`src/rtl/sra_pkg.sv`:
```
// Shared types of the search accelerator datapath.
// Assumes: one-wire bit slots are timed by an external bus engine.
package sra_pkg;

    // Sequencer phase within one search step
    typedef enum logic [1:0] {
        ST_IDLE = 2'd0,
        ST_RD_A = 2'd1,
        ST_RD_B = 2'd2,
        ST_WR   = 2'd3
    } sra_state_e;

    // Outcome of one search step
    typedef struct packed {
        logic dir;       // chosen ROM bit / path direction
        logic conflict;  // discrepancy flag
    } step_res_t;

endpackage

```
`src/rtl/sra_step_decide.sv`:
```
// Picks the path direction for one ROM bit from the bit/complement pair.
// Assumes: rd_a is the bit slot, rd_b the complement slot; pure logic.
module sra_step_decide
    import sra_pkg::*;
(
    input  logic      rd_a,
    input  logic      rd_b,
    input  logic      pref,
    output step_res_t res
);

    // Decide direction and flag from the two reads
    always_comb begin
        unique case ({rd_a, rd_b})
            2'b01:   res = '{dir: 1'b0, conflict: 1'b0};
            2'b10:   res = '{dir: 1'b1, conflict: 1'b0};
            2'b00:   res = '{dir: pref, conflict: 1'b1};
            default: res = '{dir: 1'b1, conflict: 1'b1};
        endcase
    end

endmodule

```
`src/rtl/sra_seq.sv`:
```
// Slot sequencer: for each host byte runs STEPS steps of read, read, write.
// Assumes: slot_ack is a one-cycle pulse answering a held slot_req.
module sra_seq
    import sra_pkg::*;
#(
    parameter int STEPS = 4,
    localparam int IDX_W = (STEPS > 1) ? $clog2(STEPS) : 1
) (
    input  logic             clk,
    input  logic             rst_n,
    input  logic             mode_en,
    input  logic             wr_valid,
    input  logic [STEPS-1:0] pref_in,
    input  logic             slot_ack,
    input  logic             slot_rbit,
    input  logic             step_dir,
    output logic             slot_req,
    output logic             slot_write,
    output logic             slot_wbit,
    output logic             bit_a,
    output logic             bit_b,
    output logic             pref_sel,
    output logic [IDX_W-1:0] step_idx,
    output logic             commit,
    output logic             last,
    output logic             busy
);

    localparam logic [IDX_W-1:0] LAST_IDX = IDX_W'(STEPS - 1);

    sra_state_e       state_q;
    logic [STEPS-1:0] pref_q;

    // Phase, step counter and captured reads
    always_ff @(posedge clk) begin
        if (!rst_n) begin
            state_q  <= ST_IDLE;
            step_idx <= '0;
            pref_q   <= '0;
            bit_a    <= 1'b0;
            bit_b    <= 1'b0;
        end else if (!mode_en) begin
            state_q <= ST_IDLE;
        end else begin
            unique case (state_q)
                ST_IDLE: if (wr_valid) begin
                    pref_q   <= pref_in;
                    step_idx <= '0;
                    state_q  <= ST_RD_A;
                end
                ST_RD_A: if (slot_ack) begin
                    bit_a   <= slot_rbit;
                    state_q <= ST_RD_B;
                end
                ST_RD_B: if (slot_ack) begin
                    bit_b   <= slot_rbit;
                    state_q <= ST_WR;
                end
                default: if (slot_ack) begin
                    if (step_idx == LAST_IDX) begin
                        state_q <= ST_IDLE;
                    end else begin
                        step_idx <= step_idx + 1'b1;
                        state_q  <= ST_RD_A;
                    end
                end
            endcase
        end
    end

    // Slot request fields and step completion strobes
    always_comb begin
        busy       = (state_q != ST_IDLE);
        slot_req   = busy;
        slot_write = (state_q == ST_WR);
        slot_wbit  = slot_write & step_dir;
        pref_sel   = pref_q[step_idx];
        commit     = (state_q == ST_WR) && slot_ack && mode_en;
        last       = commit && (step_idx == LAST_IDX);
    end


    req_hold_chk: assert property (@(posedge clk) disable iff (!rst_n)
        (slot_req && !slot_ack && mode_en) |=> slot_req);


    wr_stable_chk: assert property (@(posedge clk) disable iff (!rst_n)
        (slot_req && !slot_ack && mode_en) |=> ($stable(slot_write) && $stable(slot_wbit)));


    abort_chk: assert property (@(posedge clk) disable iff (!rst_n)
        !mode_en |=> !slot_req);


    step_order_chk: assert property (@(posedge clk) disable iff (!rst_n)
        (commit && !last) |=> (step_idx == $past(step_idx) + 1'b1));

endmodule

```
`src/rtl/sra_result_pack.sv`:
```
// Collects per-step outcomes and interleaves them into the result byte.
// Assumes: one commit per step, steps in ascending index, last marks the final one.
module sra_result_pack
    import sra_pkg::*;
#(
    parameter int STEPS = 4,
    localparam int IDX_W = (STEPS > 1) ? $clog2(STEPS) : 1,
    localparam int BYTE_W = 2 * STEPS
) (
    input  logic              clk,
    input  logic              rst_n,
    input  logic              commit,
    input  logic              last,
    input  logic [IDX_W-1:0]  step_idx,
    input  step_res_t         res,
    output logic [BYTE_W-1:0] res_byte,
    output logic              res_done
);

    logic [STEPS-1:0]  dir_q;
    logic [STEPS-1:0]  flag_q;
    logic [BYTE_W-1:0] merged;

    // Interleave stored outcomes, substituting the step being committed
    for (genvar k = 0; k < STEPS; k++) begin : g_lane
        logic hit;
        assign hit           = (step_idx == IDX_W'(k));
        assign merged[2*k+1] = hit ? res.dir      : dir_q[k];
        assign merged[2*k]   = hit ? res.conflict : flag_q[k];
    end

    // Per-step storage, result register and done strobe
    always_ff @(posedge clk) begin
        if (!rst_n) begin
            dir_q    <= '0;
            flag_q   <= '0;
            res_byte <= '0;
            res_done <= 1'b0;
        end else begin
            res_done <= last;
            if (commit) begin
                dir_q[step_idx]  <= res.dir;
                flag_q[step_idx] <= res.conflict;
            end
            if (last) begin
                res_byte <= merged;
            end
        end
    end


    done_pulse_chk: assert property (@(posedge clk) disable iff (!rst_n)
        res_done |=> !res_done);


    res_hold_chk: assert property (@(posedge clk) disable iff (!rst_n)
        !$stable(res_byte) |-> res_done);

endmodule

```
`src/rtl/sra_accel.sv`:
```
// Search ROM accelerator datapath top: host byte in, interleaved result out,
// slot requests to the one-wire bus engine.
// Assumes: the bus engine answers every slot_req with a single-cycle slot_ack.
module sra_accel
    import sra_pkg::*;
#(
    parameter int STEPS = 4,
    localparam int IDX_W = (STEPS > 1) ? $clog2(STEPS) : 1,
    localparam int BYTE_W = 2 * STEPS
) (
    input  logic              clk,
    input  logic              rst_n,
    input  logic              mode_en,
    input  logic              wr_valid,
    input  logic [BYTE_W-1:0] wr_byte,
    output logic [BYTE_W-1:0] res_byte,
    output logic              res_done,
    output logic              xfer_inhibit,
    output logic              slot_req,
    output logic              slot_write,
    output logic              slot_wbit,
    input  logic              slot_ack,
    input  logic              slot_rbit
);

    logic [STEPS-1:0] pref_in;
    logic             bit_a;
    logic             bit_b;
    logic             pref_sel;
    logic [IDX_W-1:0] step_idx;
    logic             commit;
    logic             last;
    logic             busy;
    step_res_t        step_res;

    // Preferred directions live on the odd bits of the written byte
    for (genvar k = 0; k < STEPS; k++) begin : g_pref
        assign pref_in[k] = wr_byte[2*k+1];
    end

    // Normal transfers stand aside while searching
    always_comb xfer_inhibit = mode_en | busy;

    sra_seq #(.STEPS(STEPS)) seq_i (
        .clk        (clk),
        .rst_n      (rst_n),
        .mode_en    (mode_en),
        .wr_valid   (wr_valid),
        .pref_in    (pref_in),
        .slot_ack   (slot_ack),
        .slot_rbit  (slot_rbit),
        .step_dir   (step_res.dir),
        .slot_req   (slot_req),
        .slot_write (slot_write),
        .slot_wbit  (slot_wbit),
        .bit_a      (bit_a),
        .bit_b      (bit_b),
        .pref_sel   (pref_sel),
        .step_idx   (step_idx),
        .commit     (commit),
        .last       (last),
        .busy       (busy)
    );

    sra_step_decide decide_i (
        .rd_a (bit_a),
        .rd_b (bit_b),
        .pref (pref_sel),
        .res  (step_res)
    );

    sra_result_pack #(.STEPS(STEPS)) pack_i (
        .clk      (clk),
        .rst_n    (rst_n),
        .commit   (commit),
        .last     (last),
        .step_idx (step_idx),
        .res      (step_res),
        .res_byte (res_byte),
        .res_done (res_done)
    );


    inhibit_chk: assert property (@(posedge clk) disable iff (!rst_n)
        mode_en |-> xfer_inhibit);


    idle_off_chk: assert property (@(posedge clk) disable iff (!rst_n)
        (!busy && !mode_en) |=> !busy);

endmodule

```
`config.mk`:
```
export PLATFORM = sky130hd
export DESIGN_NAME = sra_accel
export DESIGN_NICKNAME = d
export VERILOG_FILES = /design/src/rtl/sra_pkg.sv /design/src/rtl/sra_step_decide.sv /design/src/rtl/sra_seq.sv /design/src/rtl/sra_result_pack.sv /design/src/rtl/sra_accel.sv
export SDC_FILE = /design/constraint.sdc
export NUM_CORES = 1
export LEC_CHECK = 0
export BUFFER_PORTS_ARGS = -buffer_cell sky130_fd_sc_hd__buf_2
export CAP_MARGIN = 30
export CORE_MARGIN = 3
export CORE_UTILIZATION = 25
export CTS_BUF_LIST = sky130_fd_sc_hd__clkbuf_16
export CTS_CLUSTER_SIZE = 10
export DETAILED_ROUTE_END_ITERATION = 10
export GPL_ROUTABILITY_DRIVEN = 0
export PLACE_DENSITY = 0.53
export SYNTH_ARGS = -nofsm -noshare
export SYNTH_HDL_FRONTEND = slang
export SYNTH_SLANG_ARGS = --single-unit
```
`constraint.sdc`:
```
create_clock -name clk -period 1.6 [get_ports clk]
set_input_delay 0.16 -clock clk [delete_from_list [all_inputs] [get_ports clk]]
set_output_delay 0.16 -clock clk [all_outputs]
set_load 0.03 [all_outputs]
```
Word level (Yosys, flattened, before mapping)
Cells that the tools add are included.
{"block": "op_classes", "n_lt_le_gt_ge": 2, "muxes": 25, "shifts": 0, "bitwise": 3, "reduce_logical": 16, "multipliers": 0, "add_sub_neg": 1, "n_div": 0, "eq_ne": 12}
{"cell": "$mux 2", "n": 7}
{"cell": "$pmux 2 s3", "n": 2}
{"cell": "$mux 1", "n": 11}
{"cell": "$eq 2x2->1 const B", "n": 5}
{"cell": "$reduce_and 3->1", "n": 3}
{"cell": "$bwmux 4", "n": 2}
{"cell": "$ne 2x2->1 const B", "n": 4}
{"cell": "$eq 2x1->1 const B", "n": 3}
{"cell": "$logic_not 2->1", "n": 3}
{"cell": "$reduce_and 5->1", "n": 1}
{"cell": "$logic_and 1x1->1", "n": 4}
{"cell": "$pmux 2 s2", "n": 1}
{"cell": "$reduce_and 4->1", "n": 1}
{"cell": "$reduce_bool 2->1", "n": 2}
{"cell": "$lt 2x3->1 const B", "n": 1}
{"cell": "$add 2x1->2 const B", "n": 1}
{"cell": "$bmux 1 s2", "n": 1}
{"cell": "$demux 1 s2", "n": 1}
{"cell": "$ge 2x1->1 const B", "n": 1}
{"cell": "$reduce_and 2->1", "n": 1}
{"cell": "$reduce_or 2->1", "n": 1}
{"cell": "$and 1x1->1", "n": 1}
{"cell": "$not 1->1", "n": 1}
{"cell": "$or 1x1->1", "n": 1}
{"block": "totals", "output_inout_bits": 13, "rom_bits": 0, "ramBits": 0, "mem_count": 0, "wordCells": 68, "regBits": 27, "input_bits": 14, "latch_bits": 0}

Depth between registers and ports, before layout
{"block": "logic_depth", "ltp_word": 5, "mapped_depth": 6}

Cells and area by module
Synthesis repeated with hierarchy kept, for this count alone.
{"block": "hier_totals", "cells_unflattened": 151, "hier_area_um2": 1483.9}
{"module": "sra_result_pack", "area_per_inst_um2": 807.0, "seq_area_each_um2": 340.3, "cells_per_inst": 80, "instances": 1}
{"module": "sra_seq", "area_per_inst_um2": 618.1, "seq_area_each_um2": 200.2, "cells_per_inst": 63, "instances": 1}
{"module": "sra_step_decide", "area_per_inst_um2": 52.6, "seq_area_each_um2": 0.0, "cells_per_inst": 7, "instances": 1}
{"module": "sra_accel", "area_per_inst_um2": 6.3, "seq_area_each_um2": 0.0, "cells_per_inst": 1, "instances": 1}

Worst setup path before layout
Ideal clock, no wire load.
{"block": "synth_path", "path_type": "reg-to-output", "startpoint": "reg seq_i.bit_a", "endpoint": "out slot_wbit", "stages_incl_launch_ff": 7, "n_path_buf": 0, "required_ps": 1440, "setup_slack_ps": -202, "t_arrival_ps": 1642, "cell_sequence": "dfxtp_1 inv_1 ha_1 or3b_2 o22ai_1 nor2_1 nor2b_1"}
{"block": "synth_via", "elab_chain_len": 3}
{"element": "start, declared", "line_no": "sra_seq.sv:20", "rtl": "output logic bit_a,"}
{"element": "start signal, assigned", "line_no": "sra_seq.sv:52", "rtl": "bit_a <= slot_rbit;"}
{"element": "$eq 2x2->1, or another cell as far along", "line_no": "sra_step_decide.sv:14", "rtl": "unique case ({rd_a, rd_b})"}
{"element": "$pmux 2 s3 *", "line_no": "sra_step_decide.sv:14"}
{"element": "$and 1x1->1 *", "line_no": "sra_seq.sv:76", "rtl": "slot_wbit = slot_write & step_dir;"}
{"element": "end, declared", "line_no": "sra_accel.sv:21", "rtl": "output logic slot_wbit,"}
Every way passes the cells marked *; elsewhere a longest branch is shown, timed or not.

Worst setup path in the final report
{"block": "layout_path", "startpoint": "reg seq_i.bit_b", "endpoint": "out slot_wbit"}
{"block": "layout_via", "elab_chain_len": 3}
{"element": "start, declared", "line_no": "sra_seq.sv:21", "rtl": "output logic bit_b,"}
{"element": "start signal, assigned", "line_no": "sra_seq.sv:56", "rtl": "bit_b <= slot_rbit;"}
{"element": "$eq 2x2->1, or another cell as far along", "line_no": "sra_step_decide.sv:14"}
{"element": "$pmux 2 s3 *", "line_no": "sra_step_decide.sv:14"}
{"element": "$and 1x1->1 *", "line_no": "sra_seq.sv:76"}
Marked as above.

==> run_results.csv <==
group,metric,value,unit
sta,timing.final.ws_setup,-0.141,ns
setup_path,crit_path_start_kind,"flop",
detailed_routing,firstDrtPassIters,4,
setup_path,r2r-end,"seq_i.step_idx[1]",
cts,clockRootBuffer,"clkbuf_16",
power_and_ir_drop,seqPwrFrac,48.0,%
logic_synthesis,syn_avg_cell_area,9.22,µm²
setup_path,slowest_delay,0.38,ns
power_and_ir_drop,vdd_drop_max,0.391,mV
setup_path,path_cells,"inv_4 -> ha_4 -> or3b_4 -> o22ai_4 -> nor2_4 -> nor2b_4 -> buf_6",
setup_path,path_depth,7,
cts,clock_latency,0.25,ns
run_status,status,"finished with violations",
finish,mostFrequentLayoutCell,"buf_2",
finish,nets,201,
detailed_routing,antenna_left,0,
finish,drive_gt1_share,39.8,%
logic_synthesis,yosysWarnings,0,
run_status,violations,"negative setup slack",
sta,fmax,0.574,GHz
finish,finalInstanceArea,0.00176,mm²
finish,final_cells,243,
setup_path,end_kind,"output pin",
setup_path,crit_arrival,1.58,ns
sta,slew_headroom,75.8,%
power_and_ir_drop,p_int,1040,µW
sta,rsz0062_at_grt,"yes",
sta,final-max-slew-violation-count,0,
placed_design,port_buffers,22,
setup_path,crit_buf_inv,2,
detailed_routing,routedWlPerCell,11.6,µm
floorplanning,die_area,0.00586,mm²
cts,hold_buffers,0,
floorplanning,core-area,0.00475,mm²
setup_path,timing.rr.start,"seq_i.step_idx[1]",
grt,antenna_found_initial,0,
grt,grt.overflow.total,0,
cts,clk_pin_slew,0.06,ns
power_and_ir_drop,leakage,0.000813,µW
placed_design,dp_hpwl,2040,µm
power_and_ir_drop,switching_share,21.8,%
floorplanning,io_pins,27,
placed_design,dp_cells,235,
cts,cts_made_buffers,3,
finish,final_cell_mix,"buf_2, dfxtp_1, buf_4",
setup_path,cp.required,1.44,ns
power_and_ir_drop,total_power,1330,µW
sta,tightest_slew,0.363,ns
finish,nFillCells,518,
logic_synthesis,synth.cell_area,0.00124,mm²
finish,antenna_cells,0,
detailed_routing,vias,1059,
grt,grt_max_degree,25,
sta,setup_viol,1,
setup_path,critPathTopFamily,"simple AND/OR/NAND/NOR gates",
run,drv_cap,0,
sta,fin_crit_sh,109,%
floorplanning,rows,25,
sta,hold_viol,0,
cts,cts_buffer_depth,2,
setup_path,path_max_fanout,2,
setup_path,reg2reg_depth,5,
detailed_routing,route.detailed.drc,0,
setup_path,cp_slowest_cell,"or3b_4",
setup_path,crit_type,"reg -> out",
logic_synthesis,ys_seq_area_share,40.2,%
power_and_ir_drop,power_frac_comb,11.9,%
floorplanning,die_y,76.6,µm
grt,grt_pass1_vias,1063,
floorplanning,initial_core_util,26.2,%
power_and_ir_drop,power_switching,290,µW
detailed_routing,routed_wl,2810,µm
sta,finalClockSkew,0.00200,ns
cts,cts_num_sinks,25,
sta,period_needed,1.74,ns
setup_path,reg2reg_slack,0.03,ns
grt,grt_pass1_wl,4880,µm
power_and_ir_drop,clkPwrFrac,40.2,%
cts,htree_levels,1,
placed_design,placed_area,0.00156,mm²
finish,area_delta_synth_final,41.2,%
grt,track_usage,10.3,%
setup_path,cp-endpoint,"slot_wbit",
floorplanning,fp.dieW,76.6,µm
logic_synthesis,synthDistinctLibCells,31,
logic_synthesis,synthesis.nets,159,
worst_hold_path,min_path_type,"in -> reg",
logic_synthesis,syn_inst,135,
finish,final_core_util,37.0,%
setup_path,cp-startpoint,"seq_i.bit_b",
power_and_ir_drop,powerDensity,758,mW/mm²
detailed_routing,viasPerCell,4.36,
logic_synthesis,ys_ff_latch,25,
cts,cts_tree,"yes",
detailed_routing,drt-initial-drc-count,60,
[kinds of logic after synthesis]
logic type      synth area share (%)
compound gates                  19.5
mux                             6.43
fa+ha+maj                       10.1
buf+inv                         3.82
flops                           40.2
simple gates                    20.0
[routing by layer]
| metal | GRT usage (%) | up-vias | share of wire (%) |
|---|---|---|---|
| met5 | 0 | - | 0 |
| met1 | 12.6 | 479 | 47 |
| met4 | 3.44 | 0 | 1.8 |
| met2 | 17.4 | 14 | 49 |
| met3 | 2.60 | 4 | 2.6 |
| li1 | - | 562 | - |
[timing repair]
action | 4_1_cts | 5_1_grt
endpoints found under the setup margin | 6 | 9
pin swaps | 4 | 6
setup buffers | 5 | 0
gates resized for setup | 14 | 13
[synth_stat cells]
| cell type | instances | share of area, % |
|---|---|---|
| buf_2 | 2 | 0.80 |
| a211oi_1 | 3 | 1.8 |
| ha_1 | 10 | 10 |
| and3_1 | 4 | 2.0 |
| o22ai_1 | 2 | 1.0 |
| or3b_2 | 1 | 0.70 |
| o21a_1 | 1 | 0.60 |
| o31a_1 | 3 | 2.1 |
| dfxtp_1 | 25 | 40 |
| nand3_1 | 3 | 1.2 |
| or3b_1 | 1 | 0.70 |
| clkbuf_1 | 2 | 0.60 |
| and2_1 | 2 | 1.0 |
| a22oi_1 | 1 | 0.60 |
| nand2_1 | 11 | 3.3 |
| nor3_1 | 2 | 0.80 |
| a211o_1 | 2 | 1.4 |
| a21o_1 | 1 | 0.60 |
| nor3b_1 | 1 | 0.60 |
| nor4b_2 | 1 | 1.2 |
| nor2_1 | 6 | 1.8 |
| a21boi_0 | 2 | 1.2 |
| a21oi_1 | 10 | 4.0 |
| o211a_1 | 3 | 2.4 |
| a21boi_2 | 1 | 0.90 |
| o21ai_0 | 7 | 2.8 |
| nand4_2 | 1 | 1.0 |
| nand3b_1 | 1 | 0.60 |
| nor2b_1 | 10 | 5.0 |
| inv_1 | 8 | 2.4 |
| mux2i_1 | 8 | 6.4 |
[power by group through the flow]
stage	clock, µW	sequential [µW]	combinational (µW)
6_report	535	639	158
3_3_place_gp	0	650	142
5_1_grt	576	640	174
2_1_floorplan	0	651	91.5
4_1_cts	564	637	154
3_5_place_dp	0	650	141
[worst min path at each step]
stage	start	end	slack, ns	cells after the start
after floorplan	mode_en	seq_i.state_q[0]	0.30	2
after global placement	wr_byte[1]	seq_i.pref_q[0]	0.42	3
after detailed placement	wr_byte[1]	seq_i.pref_q[0]	0.42	3
after CTS	wr_byte[1]	seq_i.pref_q[0]	0.15	3
after global routing	wr_byte[3]	seq_i.pref_q[1]	0.17	3
final	wr_byte[1]	seq_i.pref_q[0]	0.15	3
[cell type report]
class | instances | area [µm²] | share of cell area [%]
clock buffer | 3 | 75.1 | 4.27
clock inverter | 1 | 3.75 | 0.214
inverter | 8 | 32.5 | 1.85
multi-input combinational | 98 | 792 | 45.1
sequential | 25 | 508 | 28.9
tap | 67 | 83.8 | 4.77
timing repair buffer | 41 | 263 | 14.9
[worst register-to-register path: stages (launching register included)]
cell and delay (ns):
dfxtp_2 0.35, ha_4 0.18, or3b_1 0.37, a211o_1 0.33
a22oi_1 0.18, nor2b_1 0.06
[state kept, by name, summed over array words and instances (netlist names)]
name	flops
pack_i.res_byte	8
seq_i.pref_q	4
pack_i.dir_q	3
pack_i.flag_q	3
seq_i.state_q	2
seq_i.step_idx	2
pack_i.res_done	1
seq_i.bit_a	1
seq_i.bit_b	1
[through the flow]
| step | TNS (ns) | hold WS [ns] | setup slack (ns) |
|---|---|---|---|
| after detailed placement | -0.454 | 0.417 | -0.125 |
| final | -0.141 | 0.153 | -0.141 |
| after global placement | -0.347 | 0.415 | -0.115 |
| after floorplan | -0.00459 | 0.300 | -0.00459 |
| after global routing | -0.750 | 0.175 | -0.205 |
| after CTS | -0.202 | 0.150 | -0.197 |
Power figures use the tool's default switching activity.
